--- src/rtl/evc_pkg.sv ---
package evc_pkg;
  typedef enum logic [1:0] {
    EDGE_FALL = 2'b00,
    EDGE_RISE = 2'b01,
    EDGE_BOTH = 2'b10,
    EDGE_NONE = 2'b11
  } edge_sel_e;
endpackage

--- src/rtl/evc_edge_det.sv ---
module evc_edge_det
  import evc_pkg::*;
#(
  parameter int SYNC_STAGES = 2
) (
  input  logic      clk_i,
  input  logic      rst_ni,
  input  logic      pin_i,
  input  edge_sel_e sel_i,
  output logic      strobe_o
);
  localparam int DEPTH = SYNC_STAGES + 1;

  logic [DEPTH-1:0] sh_q;
  logic rise, fall;

  always_ff @(posedge clk_i or negedge rst_ni) begin
    if (!rst_ni) sh_q <= '0;
    else         sh_q <= {sh_q[DEPTH-2:0], pin_i};
  end

  assign rise = sh_q[DEPTH-2] & ~sh_q[DEPTH-1];
  assign fall = ~sh_q[DEPTH-2] & sh_q[DEPTH-1];

  always_comb begin
    unique case (sel_i)
      EDGE_FALL: strobe_o = fall;
      EDGE_RISE: strobe_o = rise;
      EDGE_BOTH: strobe_o = rise | fall;
      default:   strobe_o = 1'b0; // reserved code counts nothing
    endcase
  end
endmodule

--- src/rtl/evc_core.sv ---
module evc_core #(
  parameter int W = 16
) (
  input  logic         clk_i,
  input  logic         rst_ni,
  input  logic         run_i,
  input  logic         ev_i,
  input  logic         wr_en_i,
  input  logic [W-1:0] wr_data_i,
  output logic [W-1:0] cnt_o,
  output logic         uf_o
);
  logic [W-1:0] cnt_q, rld_q;
  logic seen_q, uf_q;
  logic ev, wr_cnt, zero;

  assign ev     = run_i & ev_i;
  assign wr_cnt = wr_en_i & (~run_i | ~seen_q);
  assign zero   = (cnt_q == '0);

  always_ff @(posedge clk_i or negedge rst_ni) begin
    if (!rst_ni) begin
      cnt_q  <= '0;
      rld_q  <= '0;
      seen_q <= 1'b0;
      uf_q   <= 1'b0;
    end else begin
      uf_q <= ev & zero & ~wr_cnt;
      if (wr_en_i) rld_q <= wr_data_i;
      if (!run_i)  seen_q <= 1'b0;
      else if (ev) seen_q <= 1'b1;
      // counter-loading write takes the cycle; a coincident event is consumed
      if (wr_cnt)  cnt_q <= wr_data_i;
      else if (ev) cnt_q <= zero ? (wr_en_i ? wr_data_i : rld_q) : cnt_q - 1'b1;
    end
  end

  assign cnt_o = cnt_q;
  assign uf_o  = uf_q;

  assert_hold_stopped_R3: assert property (@(posedge clk_i) disable iff (!rst_ni)
    (!run_i && !wr_en_i) |=> cnt_q == $past(cnt_q));

  assert_decrement_R1: assert property (@(posedge clk_i) disable iff (!rst_ni)
    (run_i && ev_i && !zero && !wr_en_i) |=> cnt_q == $past(cnt_q) - 1'b1);

  assert_uf_at_zero_R2: assert property (@(posedge clk_i) disable iff (!rst_ni)
    uf_q |-> ($past(cnt_q) == '0 && $past(run_i) && $past(ev_i)));

  assert_reload_only_R5: assert property (@(posedge clk_i) disable iff (!rst_ni)
    (wr_en_i && run_i && seen_q && !ev_i) |=> cnt_q == $past(cnt_q));
endmodule

--- src/rtl/evc_channel.sv ---
module evc_channel
  import evc_pkg::*;
#(
  parameter int W = 16
) (
  input  logic         clk_i,
  input  logic         rst_ni,
  input  logic         ext_i,
  input  logic         chain_i,
  input  logic         run_i,
  input  logic [1:0]   pol_i,
  input  logic         src_sel_i,
  input  logic         wr_en_i,
  input  logic [W-1:0] wr_data_i,
  output logic [W-1:0] cnt_o,
  output logic         uf_o
);
  logic pin_ev, ev;

  evc_edge_det #(.SYNC_STAGES(2)) u_edge (
    .clk_i    (clk_i),
    .rst_ni   (rst_ni),
    .pin_i    (ext_i),
    .sel_i    (edge_sel_e'(pol_i)),
    .strobe_o (pin_ev)
  );

  assign ev = src_sel_i ? chain_i : pin_ev;

  evc_core #(.W(W)) u_core (
    .clk_i     (clk_i),
    .rst_ni    (rst_ni),
    .run_i     (run_i),
    .ev_i      (ev),
    .wr_en_i   (wr_en_i),
    .wr_data_i (wr_data_i),
    .cnt_o     (cnt_o),
    .uf_o      (uf_o)
  );
endmodule

--- src/rtl/evc_group.sv ---
module evc_group #(
  parameter int W    = 16,
  parameter int N    = 6,
  parameter int RING = 3
) (
  input  logic           clk_i,
  input  logic           rst_ni,
  input  logic [N-1:0]   ext_i,
  input  logic [N-1:0]   run_i,
  input  logic [2*N-1:0] pol_i,
  input  logic [N-1:0]   src_sel_i,
  input  logic [N-1:0]   wr_en_i,
  input  logic [W-1:0]   wr_data_i,
  output logic [N*W-1:0] rd_data_o,
  output logic [N-1:0]   uf_o
);
  logic [N-1:0] uf;

  for (genvar i = 0; i < N; i++) begin : g_ch
    // neighbour: previous channel within the ring, wrapping to the ring's last
    localparam int NB = (i % RING == 0) ? i + RING - 1 : i - 1;

    evc_channel #(.W(W)) u_ch (
      .clk_i     (clk_i),
      .rst_ni    (rst_ni),
      .ext_i     (ext_i[i]),
      .chain_i   (uf[NB]),
      .run_i     (run_i[i]),
      .pol_i     (pol_i[2*i +: 2]),
      .src_sel_i (src_sel_i[i]),
      .wr_en_i   (wr_en_i[i]),
      .wr_data_i (wr_data_i),
      .cnt_o     (rd_data_o[W*i +: W]),
      .uf_o      (uf[i])
    );
  end

  assign uf_o = uf;
endmodule

--- config.mk ---
export PLATFORM = sky130hd
export DESIGN_NAME = evc_group
export DESIGN_NICKNAME = d
export VERILOG_FILES = /design/src/rtl/evc_pkg.sv /design/src/rtl/evc_edge_det.sv /design/src/rtl/evc_core.sv /design/src/rtl/evc_channel.sv /design/src/rtl/evc_group.sv
export SDC_FILE = /design/constraint.sdc
export NUM_CORES = 1
export LEC_CHECK = 0
export BUFFER_PORTS_ARGS = -buffer_cell sky130_fd_sc_hd__buf_2
export CAP_MARGIN = 0
export CORE_AREA = 10 10 169 171
export DETAILED_ROUTE_END_ITERATION = 10
export DIE_AREA = 0 0 179 181
export PLACE_DENSITY = 0.75
export SYNTH_ARGS = -nofsm -noshare
export SYNTH_HDL_FRONTEND = slang
export SYNTH_HIERARCHICAL = 1
export SYNTH_SLANG_ARGS = --single-unit
export TNS_END_PERCENT = 20
--- constraint.sdc ---
create_clock -name clk_i -period 2.8 [get_ports clk_i]
set_input_delay 0.7 -clock clk_i [delete_from_list [all_inputs] [get_ports clk_i]]
set_output_delay 0.7 -clock clk_i [all_outputs]
set_load 0.03 [all_outputs]
==> reports/summary.txt, run 1 <==
Fmax: 396 MHz
Share of layout cells above drive strength 1: 0.255
Detailed Route WL: 37900 um
Die Y: 181 um
Port bufs: 155
Crit. End Element: flip-flop
Crit path arrival time: 2.92 ns
Initial Util: 0.497
First-pass GRT wire length: 59800 um
Post-cts sizing count: 0
Non-filler cells, final: 1746
Clk Latency, worst-skew pair: 0.52 ns
Fin crit share: 0.902
Clock transition at path regs: 0.06 ns
Worst Skew: 0.00838 ns
Hold WS: 0.101 ns
Hold buffer count at CTS: 0
Synth Area in Adders: 0.0242
# nets final: 1480
Vias in the first global route: 10609
Mapped Area: 12400 um2
Worst setup path startpoint: g_ch[3].u_ch/u_core/cnt_o[3]$_DFFE_PN0P_
Multiplexer share of the synthesized area: 0.103
Drt drc: 0
Ys flop type: dfrtp_1
Tightest Pin Transition: 0.892 ns
Die width: 179 um
Fin util: 0.573
Setup Fix Bufs, Post-CTS: 0
RSZ-0062 raised after global routing: false
Largest cells by area after synthesis: dfrtp_1, mux2_2, a21oi_1, and3_1, o21ai_1
Area leader, netlist: dfrtp_1
Filler Cell Count: 2198
Synth top cells by count: dfrtp_1, a21oi_1, o21ai_1
GRT Util Overall: 0.226
Number of synthesized flops with an enable pin: 0
Post-route ant nets: 0
Routability cong.: 0.952
CTS tree: built
Largest family of logic cells by synthesized area: compound AO/OA/AOI/OAI gates
Final hold vios: 0
Yosys warnings: 6
Vias: 10860
Worst Hold Class: in2async
Worst r2r path cells: 5
Status: completed
Synth cell types: 46
Crit path max fanout: 12
Top Ports: 156
Post-detailed-route via-to-cell ratio: 6.22
Most common cell in the netlist: dfrtp_1
Syn Inst Count: 1260
Critical Path RT: 3.19 ns
Drt first pass iters: 5
Placed inst area: 13500 um2
Tmin final: 2.53 ns
Die area: 32400 um2
Setup TNS: 0 ns
Syn nets: 1338
Power per cell area: 629 nW/um2
DR WL/cell: 21.7 um
H-tree levels: 1
Share of the synthesized area in the top cell type: 0.447
Maxcap violations: 0
CTS buffer count: 25
Placed insts: 1705
Post-synthesis average cell area: 9.87 um2
Remaining Overflow, GRT: 0
Endpoints failing setup: 0
Post-route cell area: 14300 um2
P_leak: 6.33 nW
Reg-to-Reg Start: g_ch[3].u_ch/u_core/cnt_o[3]$_DFFE_PN0P_
Row count: 58
Root Buffer: clkbuf_16
Starting DRT DRC Count: 1262
Simple-gate share of the synthesized area: 0.176
FFs w/ async S/R, synth: 1.00
Clock sink total: 222
Setup crit start kind: flip-flop
Post-DP HPWL: 25800 um
Area growth syn-to-layout: 15.3%
Largest net degree at the start of global routing: 57
Core Footprint: 25000 um2
Slew headroom: 0.401
#FFs+latches synth: 222
VDD IR max: 0.000392 V
Longest Clk Path Bufs: 3
CP Class: reg2reg
Final Slew Violations: 0
Antenna Diode Count: 0
Seq/Total Area, Yosys: 0.447
Xor/xnor share of the synthesized area: 0.0254
Synth Area in Compound Gates: 0.189
Initial antenna violation count: 0
[report_power, final]
group | switching (W) | internal, W | total (W)
combinational | 0.00123 | 0.000684 | 0.00191
sequential | 0.000374 | 0.00353 | 0.00391
clock | 0.00126 | 0.00194 | 0.00320
[through the flow]
| stage | total power [W] | worst slack [ns] |
|---|---|---|
| floorplan | 0.00512 | 0.493 |
| global placement | 0.00580 | 0.413 |
| detailed placement | 0.00585 | 0.305 |
| CTS | 0.00907 | 0.324 |
| global route | 0.00943 | 0.0503 |
| finish | 0.00902 | 0.274 |
[routing by layer]
metal	wire, um	vias up	global-route usage
met5	0	-	0
met4	799	0	0.0615
met3	3130	60	0.0382
met2	17600	474	0.353
met1	16400	5361	0.314
li1	-	4965	-
[worst paths after layout]
| check | end | slack [ns] |
|---|---|---|
| worst min register to register | g_ch[0].u_ch/u_edge/sh_q[1]$_DFF_PN0_ | 0.35 |
| max in group asynchronous | g_ch[0].u_ch/u_core/rld_q[15]$_DFF_PN0_ | 2.00 |
| min in group clk_i | g_ch[4].u_ch/u_edge/sh_q[0]$_DFF_PN0_ | 0.29 |
| worst min-delay path | g_ch[1].u_ch/u_core/cnt_o[5]$_DFFE_PN0P_ | 0.10 |
| worst max register to register | g_ch[3].u_ch/u_core/cnt_o[6]$_DFFE_PN0P_ | 0.27 |
| worst max-delay path | g_ch[3].u_ch/u_core/cnt_o[6]$_DFFE_PN0P_ | 0.27 |
[cells by family after synthesis]
logic type / count (synthesis)
multiplexers: 114
AND/OR/NAND/NOR: 366
flip-flops: 222
adder cells (fa/ha/maj): 24
AO/OA/AOI/OAI: 396
XOR/XNOR: 36
buffers and inverters: 102
[layout by cell type (no fill, tap or decap), types with 18 or more instances in the layout]
cell and n:
buf_2 154, xnor2_1 18, nand2_1 18, o31ai_1 42
and3_1 84, nand3_1 18, clkbuf_16 25, or3_1 18
o22ai_1 24, ha_1 24, mux2i_1 18, buf_4 24
a21oi_1 120, inv_1 36, nor3_1 60, mux2_2 90
nor2_1 72, o21ai_1 102, xor2_1 18, o21ai_0 42
dfrtp_1 222
[critical path: stages, from the launching register on]
cell	delay, ns
dfrtp_1	0.43
or4_1	0.68
nor4_2	0.49
nand2b_1	0.41
o21ai_1	0.29
o22ai_2	0.10
[sequential cells by signal, summed over array words and instances (netlist names)]
register	count
g_ch.u_ch/u_core/seen_q	6
g_ch.u_ch/u_core/uf_o	6
g_ch.u_ch/u_edge/sh_q	18
g_ch.u_ch/u_core/rld_q	96
g_ch.u_ch/u_core/cnt_o	96
[final cells by class]
type / count / area [um2] / share of cell area
inverter: 36 / 135 / 0.00942
tap: 330 / 413 / 0.0288
clock buffer: 35 / 713 / 0.0497
timing repair buffer: 181 / 1010 / 0.0702
clock inverter: 6 / 83.8 / 0.00585
multi-input combinational: 936 / 6430 / 0.449
sequential: 222 / 5560 / 0.387
Note: power is estimated with default switching activity, not from simulation.
==> run 2, diff against run 1 <==
--- a/config.mk
+++ b/config.mk
@@ -8,6 +8,7 @@
 export BUFFER_PORTS_ARGS = -buffer_cell sky130_fd_sc_hd__buf_2
 export CAP_MARGIN = 0
 export CORE_AREA = 10 10 169 171
+export CTS_BUF_LIST = sky130_fd_sc_hd__clkbuf_8
 export DETAILED_ROUTE_END_ITERATION = 10
 export DIE_AREA = 0 0 179 181
 export PLACE_DENSITY = 0.75
==> run 2 against run 1 <==
Register-to-register slack is essentially flat. Maximum frequency is essentially flat. Sequential share of layout area shrank 0.13 points. Die area is the same. Clock-buffer cell count grew 20. Sequential cell count is the same. Worst setup slack is essentially flat.
==> reports/summary.txt, run 2 (synthesis gave the netlist of run 1 again) <==
Critical Path RT: 3.20 ns
Power per cell area: 624 nW/um2
Non-filler cells, final: 1775
Final Slew Violations: 0
Int Pwr: 0.00605 W
Clock transition at path regs: 0.06 ns
Core Footprint: 25000 um2
Clk Latency, worst-skew pair: 0.53 ns
Initial antenna violation count: 0
Remaining Overflow, GRT: 0
WP buf/inv: 0
Initial Util: 0.497
Post-detailed-route via-to-cell ratio: 6.18
GRT Util Overall: 0.227
DR WL/cell: 21.3 um
Sw frac: 0.326
Port bufs: 155
Post-cts sizing count: 0
Hold buffer count at CTS: 0
Longest Clk Path Bufs: 3
Met2 usage: 0.352
Fin crit share: 0.902
Sequential share of power: 0.435
Setup TNS: 0 ns
Crit path arrival time: 2.93 ns
CTS buffer count: 39
CP Class: reg2reg
Crit path max fanout: 12
Status: completed
Die Y: 181 um
Placed insts: 1705
Drt drc: 0
Vias in the first global route: 10641
Clock sink total: 222
Die area: 32400 um2
Commonest non-fill, non-tap cell in the layout: dfrtp_1
Most used routing layer: met2
Detailed Route WL: 37800 um
Post-route ant nets: 0
Tightest Pin Transition: 0.865 ns
First-pass GRT wire length: 60000 um
Hold WS: 0.0808 ns
Combinational group share of total power: 0.213
Fmax: 396 MHz
Setup crit start kind: flip-flop
Routability cong.: 0.952
RSZ-0062 raised after global routing: false
Crit. End Element: flip-flop
Max incr delay on CP: 0.68 ns
Starting DRT DRC Count: 1319
Crit-path leading delay family: simple AND/OR/NAND/NOR gates
Root Buffer: clkbuf_8
H-tree levels: 2
Most frequent cells in the layout: dfrtp_1, buf_2, a21oi_1, o21ai_1, mux2_2
Top Ports: 156
Setup Fix Bufs, Post-CTS: 0
# nets final: 1494
Largest net degree at the start of global routing: 57
Clock Power Share: 0.353
Drt first pass iters: 6
Slowest CP cell: or4_1
Met3 Usage GRT: 0.0457
Antenna Diode Count: 0
P_leak: 6.41 nW
Met1 usage: 0.312
Placed inst area: 13500 um2
Share of layout cells above drive strength 1: 0.268
Post-route cell area: 14400 um2
Worst path cell trace: or4_1, nor4_2, nand2b_1, o21ai_0, o31ai_1
Die width: 179 um
Slew headroom: 0.419
Endpoints failing setup: 0
CTS tree: built
VDD IR max: 0.000340 V
Tmin final: 2.53 ns
Switching power: 0.00293 W
Final hold vios: 0
Post-DP HPWL: 25800 um
Area growth syn-to-layout: 15.8%
Filler Cell Count: 2209
Worst Hold Class: in2async
Worst Skew: 0.0138 ns
Maxcap violations: 0
Row count: 58
Vias: 10973
==> run 2: changes by cell type in the layout (fill, tap and decap cells not counted) <==
cell,delta
clkbuf_8,+50
clkbuf_16,-25
inv_1,+8
clkbuf_1,-5
clkinv_2,+3
bufinv_16,-1
inv_6,-1
==> run 2: power by group through the flow <==
stage	registers, W	logic, W	clock network [W]
floorplan	0.00418	0.000939	0
global placement	0.00393	0.00187	0
detailed placement	0.00394	0.00190	0
CTS	0.00389	0.00191	0.00322
global route	0.00395	0.00208	0.00338
finish	0.00391	0.00191	0.00317
==> run 2: area by class of cell <==
| type | instances | area (um2) | area share |
|---|---|---|---|
| sequential | 222 | 5560 | 0.386 |
| inverter | 36 | 135 | 0.00939 |
| tap | 330 | 413 | 0.0287 |
| clock buffer | 55 | 757 | 0.0526 |
| clock inverter | 15 | 90.1 | 0.00626 |
| timing repair buffer | 181 | 1010 | 0.0699 |
| multi-input combinational | 936 | 6430 | 0.447 |
==> run 2: path summary, 6_finish.rpt <==
check                                                          from                                         to  slack (ns)  cells after the start
max reg2reg                g_ch[3].u_ch/u_core/cnt_o[3]$_DFFE_PN0P_  g_ch[3].u_ch/u_core/cnt_o[10]$_DFFE_PN0P_        0.27                      5
min in group clk_i                                         ext_i[2]      g_ch[2].u_ch/u_edge/sh_q[0]$_DFF_PN0_        0.27                      1
min reg2reg                   g_ch[0].u_ch/u_edge/sh_q[0]$_DFF_PN0_      g_ch[0].u_ch/u_edge/sh_q[1]$_DFF_PN0_        0.34                      0
max                        g_ch[3].u_ch/u_core/cnt_o[3]$_DFFE_PN0P_  g_ch[3].u_ch/u_core/cnt_o[10]$_DFFE_PN0P_        0.27                      5
max in group asynchronous                                    rst_ni  g_ch[0].u_ch/u_core/cnt_o[11]$_DFFE_PN0P_        2.00                      2
min                                                          rst_ni   g_ch[1].u_ch/u_core/cnt_o[5]$_DFFE_PN0P_        0.08                      1
==> run 2: stage by stage <==
stage	worst slack, ns	power, W	util
3_3_place_gp	0.413	0.00580	0.541
2_1_floorplan	0.493	0.00512	-
6_report	0.274	0.00898	0.575
5_1_grt	0.0559	0.00941	0.575
4_1_cts	0.312	0.00903	0.575
3_5_place_dp	0.305	0.00585	0.541
==> run 2: per-layer routing <==
layer  vias up  routed length [um]
met5         -                   0
met1      5387               16200
met2       515               17400
met3        67                3380
met4         0                 875
li1       5004                   -
==> run 3, diff against run 2 <==
--- a/config.mk
+++ b/config.mk
@@ -11,6 +11,7 @@
 export CTS_BUF_LIST = sky130_fd_sc_hd__clkbuf_8
 export DETAILED_ROUTE_END_ITERATION = 10
 export DIE_AREA = 0 0 179 181
+export MAX_ROUTING_LAYER = met4
 export PLACE_DENSITY = 0.75
 export SYNTH_ARGS = -nofsm -noshare
 export SYNTH_HDL_FRONTEND = slang
==> run 3 against run 2 <==
Maximum frequency down 1.3%. Clock power down 6.9%. Total power down 2.3%. Cell area down 0.57%. Critical endpoint is now g_ch[2].u_ch/u_core/cnt_o[4]$_DFFE_PN0P_.
==> reports/summary.txt, run 3 (synthesis gave the netlist of run 1 again) <==
Critical Path RT: 3.20 ns
Row count: 58
Met1 WL: 16300 um
Detailed Route WL: 37900 um
Worst r2r path cells: 5
Worst Hold Class: in2async
Top Ports: 156
Worst Skew: 0.0217 ns
Switching power: 0.00293 W
Clk Latency, worst-skew pair: 0.54 ns
Clock Power Share: 0.337
Post-cts sizing count: 0
Die Y: 181 um
Starting DRT DRC Count: 976
VDD IR max: 0.000317 V
CTS buffer count: 39
Sequential share of power: 0.444
DR WL met3: 3160 um
Uppermost routed layer: met4
Antenna Diode Count: 0
Status: completed
Int Pwr: 0.00585 W
Maxcap violations: 0
Fin crit share: 0.914
Final Slew Violations: 0
Share of layout cells above drive strength 1: 0.265
Slew headroom: 0.409
Setup Fix Bufs, Post-CTS: 0
Root Buffer: clkbuf_8
Crit path max fanout: 12
Crit path arrival time: 2.96 ns
Area growth syn-to-layout: 15.1%
Post-DP HPWL: 25800 um
Drt first pass iters: 5
Initial Util: 0.497
CP Class: reg2reg
Clock transition at path regs: 0.06 ns
Power per cell area: 613 nW/um2
Routability cong.: 0.973
Setup TNS: 0 ns
Initial antenna violation count: 0
# nets final: 1496
Die width: 179 um
R2R setup slack: 0.24 ns
Sw frac: 0.334
Post-route ant nets: 0
DR WL/cell: 21.4 um
Hold buffer count at CTS: 0
Tightest Pin Transition: 0.880 ns
Setup crit start kind: flip-flop
Crit. End Element: flip-flop
Metal2 WL: 17400 um
Remaining Overflow, GRT: 0
RSZ-0062 raised after global routing: false
First-pass GRT wire length: 60400 um
Largest net degree at the start of global routing: 68
Post-detailed-route via-to-cell ratio: 6.11
Core Footprint: 25000 um2
Endpoints failing setup: 0
Tmin final: 2.56 ns
Port bufs: 155
Vias in the first global route: 10686
Total power: 0.00877 W
Filler Cell Count: 2224
Reg2reg end: g_ch[2].u_ch/u_core/cnt_o[4]$_DFFE_PN0P_
Commonest non-fill, non-tap cell in the layout: dfrtp_1
Drt drc: 0
Combinational group share of total power: 0.219
Clock sink total: 222
Most frequent cells in the layout: dfrtp_1, buf_2, a21oi_1, o21ai_1, mux2_2
GRT Util Overall: 0.236
P_leak: 6.37 nW
Vias: 10816
Placed inst area: 13600 um2
CTS tree: built
Die area: 32400 um2
Reg-to-Reg Start: g_ch[2].u_ch/u_core/cnt_o[3]$_DFFE_PN0P_
Post-route cell area: 14300 um2
Fmax: 391 MHz
Final hold vios: 0
Longest Clk Path Bufs: 3
H-tree levels: 2
-- run 3: worst max-delay path, cell delays in order, from the launching register on --
cell and delay [ns]:
dfrtp_1 0.43, or4_1 0.67, nor4_2 0.47, nand2b_1 0.42
mux2i_1 0.32, o22ai_1 0.12
-- run 3: metrics by stage --
stage / setup WS [ns] / hold WS (ns) / utilization / instances
after global placement: 0.415 / 0.333 / 0.542 / 1707
after floorplan: 0.493 / 0.331 / - / 1260
after detailed placement: 0.339 / 0.336 / 0.542 / 1707
final: 0.240 / 0.108 / 0.571 / 1770
after CTS: 0.300 / 0.124 / 0.571 / 1770
after global routing: 0.0633 / 0.142 / 0.571 / 1770
-- run 3: cell type report --
cell class                 instances  area [um2]  area share
clock buffer                      48         661      0.0462
clock inverter                    15        88.8     0.00621
inverter                          36         135     0.00944
multi-input combinational        936        6430       0.450
sequential                       222        5560       0.388
tap                              330         413      0.0289
timing repair buffer             183        1020      0.0714
-- run 3: per-layer routing --
layer	up-vias	GRT usage
li1	5009	-
met1	5279	0.317
met2	453	0.355
met3	75	0.0448
met4	0	0.0731
met5	-	-
-- run 3: worst max path at each step --
stage / slack (ns) / to / depth (start not counted) / from
5_1_grt: 0.06 / g_ch[4].u_ch/u_core/cnt_o[10]$_DFFE_PN0P_ / 5 / g_ch[4].u_ch/u_core/cnt_o[3]$_DFFE_PN0P_
4_1_cts: 0.30 / g_ch[2].u_ch/u_core/cnt_o[4]$_DFFE_PN0P_ / 5 / g_ch[2].u_ch/u_core/cnt_o[3]$_DFFE_PN0P_
6_report: 0.24 / g_ch[2].u_ch/u_core/cnt_o[4]$_DFFE_PN0P_ / 5 / g_ch[2].u_ch/u_core/cnt_o[3]$_DFFE_PN0P_
3_5_place_dp: 0.34 / g_ch[0].u_ch/u_core/cnt_o[15]$_DFFE_PN0P_ / 5 / g_ch[0].u_ch/u_core/cnt_o[3]$_DFFE_PN0P_
3_3_place_gp: 0.41 / g_ch[1].u_ch/u_core/cnt_o[10]$_DFFE_PN0P_ / 5 / g_ch[1].u_ch/u_core/cnt_o[3]$_DFFE_PN0P_
2_1_floorplan: 0.49 / g_ch[0].u_ch/u_core/cnt_o[0]$_DFFE_PN0P_ / 7 / g_ch[0].u_ch/u_core/cnt_o[3]$_DFFE_PN0P_
-- run 3: power groups by stage --
stage | Combinational, W | Clock, W | Sequential, W
floorplan | 0.000939 | 0 | 0.00418
global placement | 0.00188 | 0 | 0.00392
detailed placement | 0.00191 | 0 | 0.00394
CTS | 0.00192 | 0.00299 | 0.00389
global route | 0.00210 | 0.00314 | 0.00395
finish | 0.00192 | 0.00295 | 0.00390
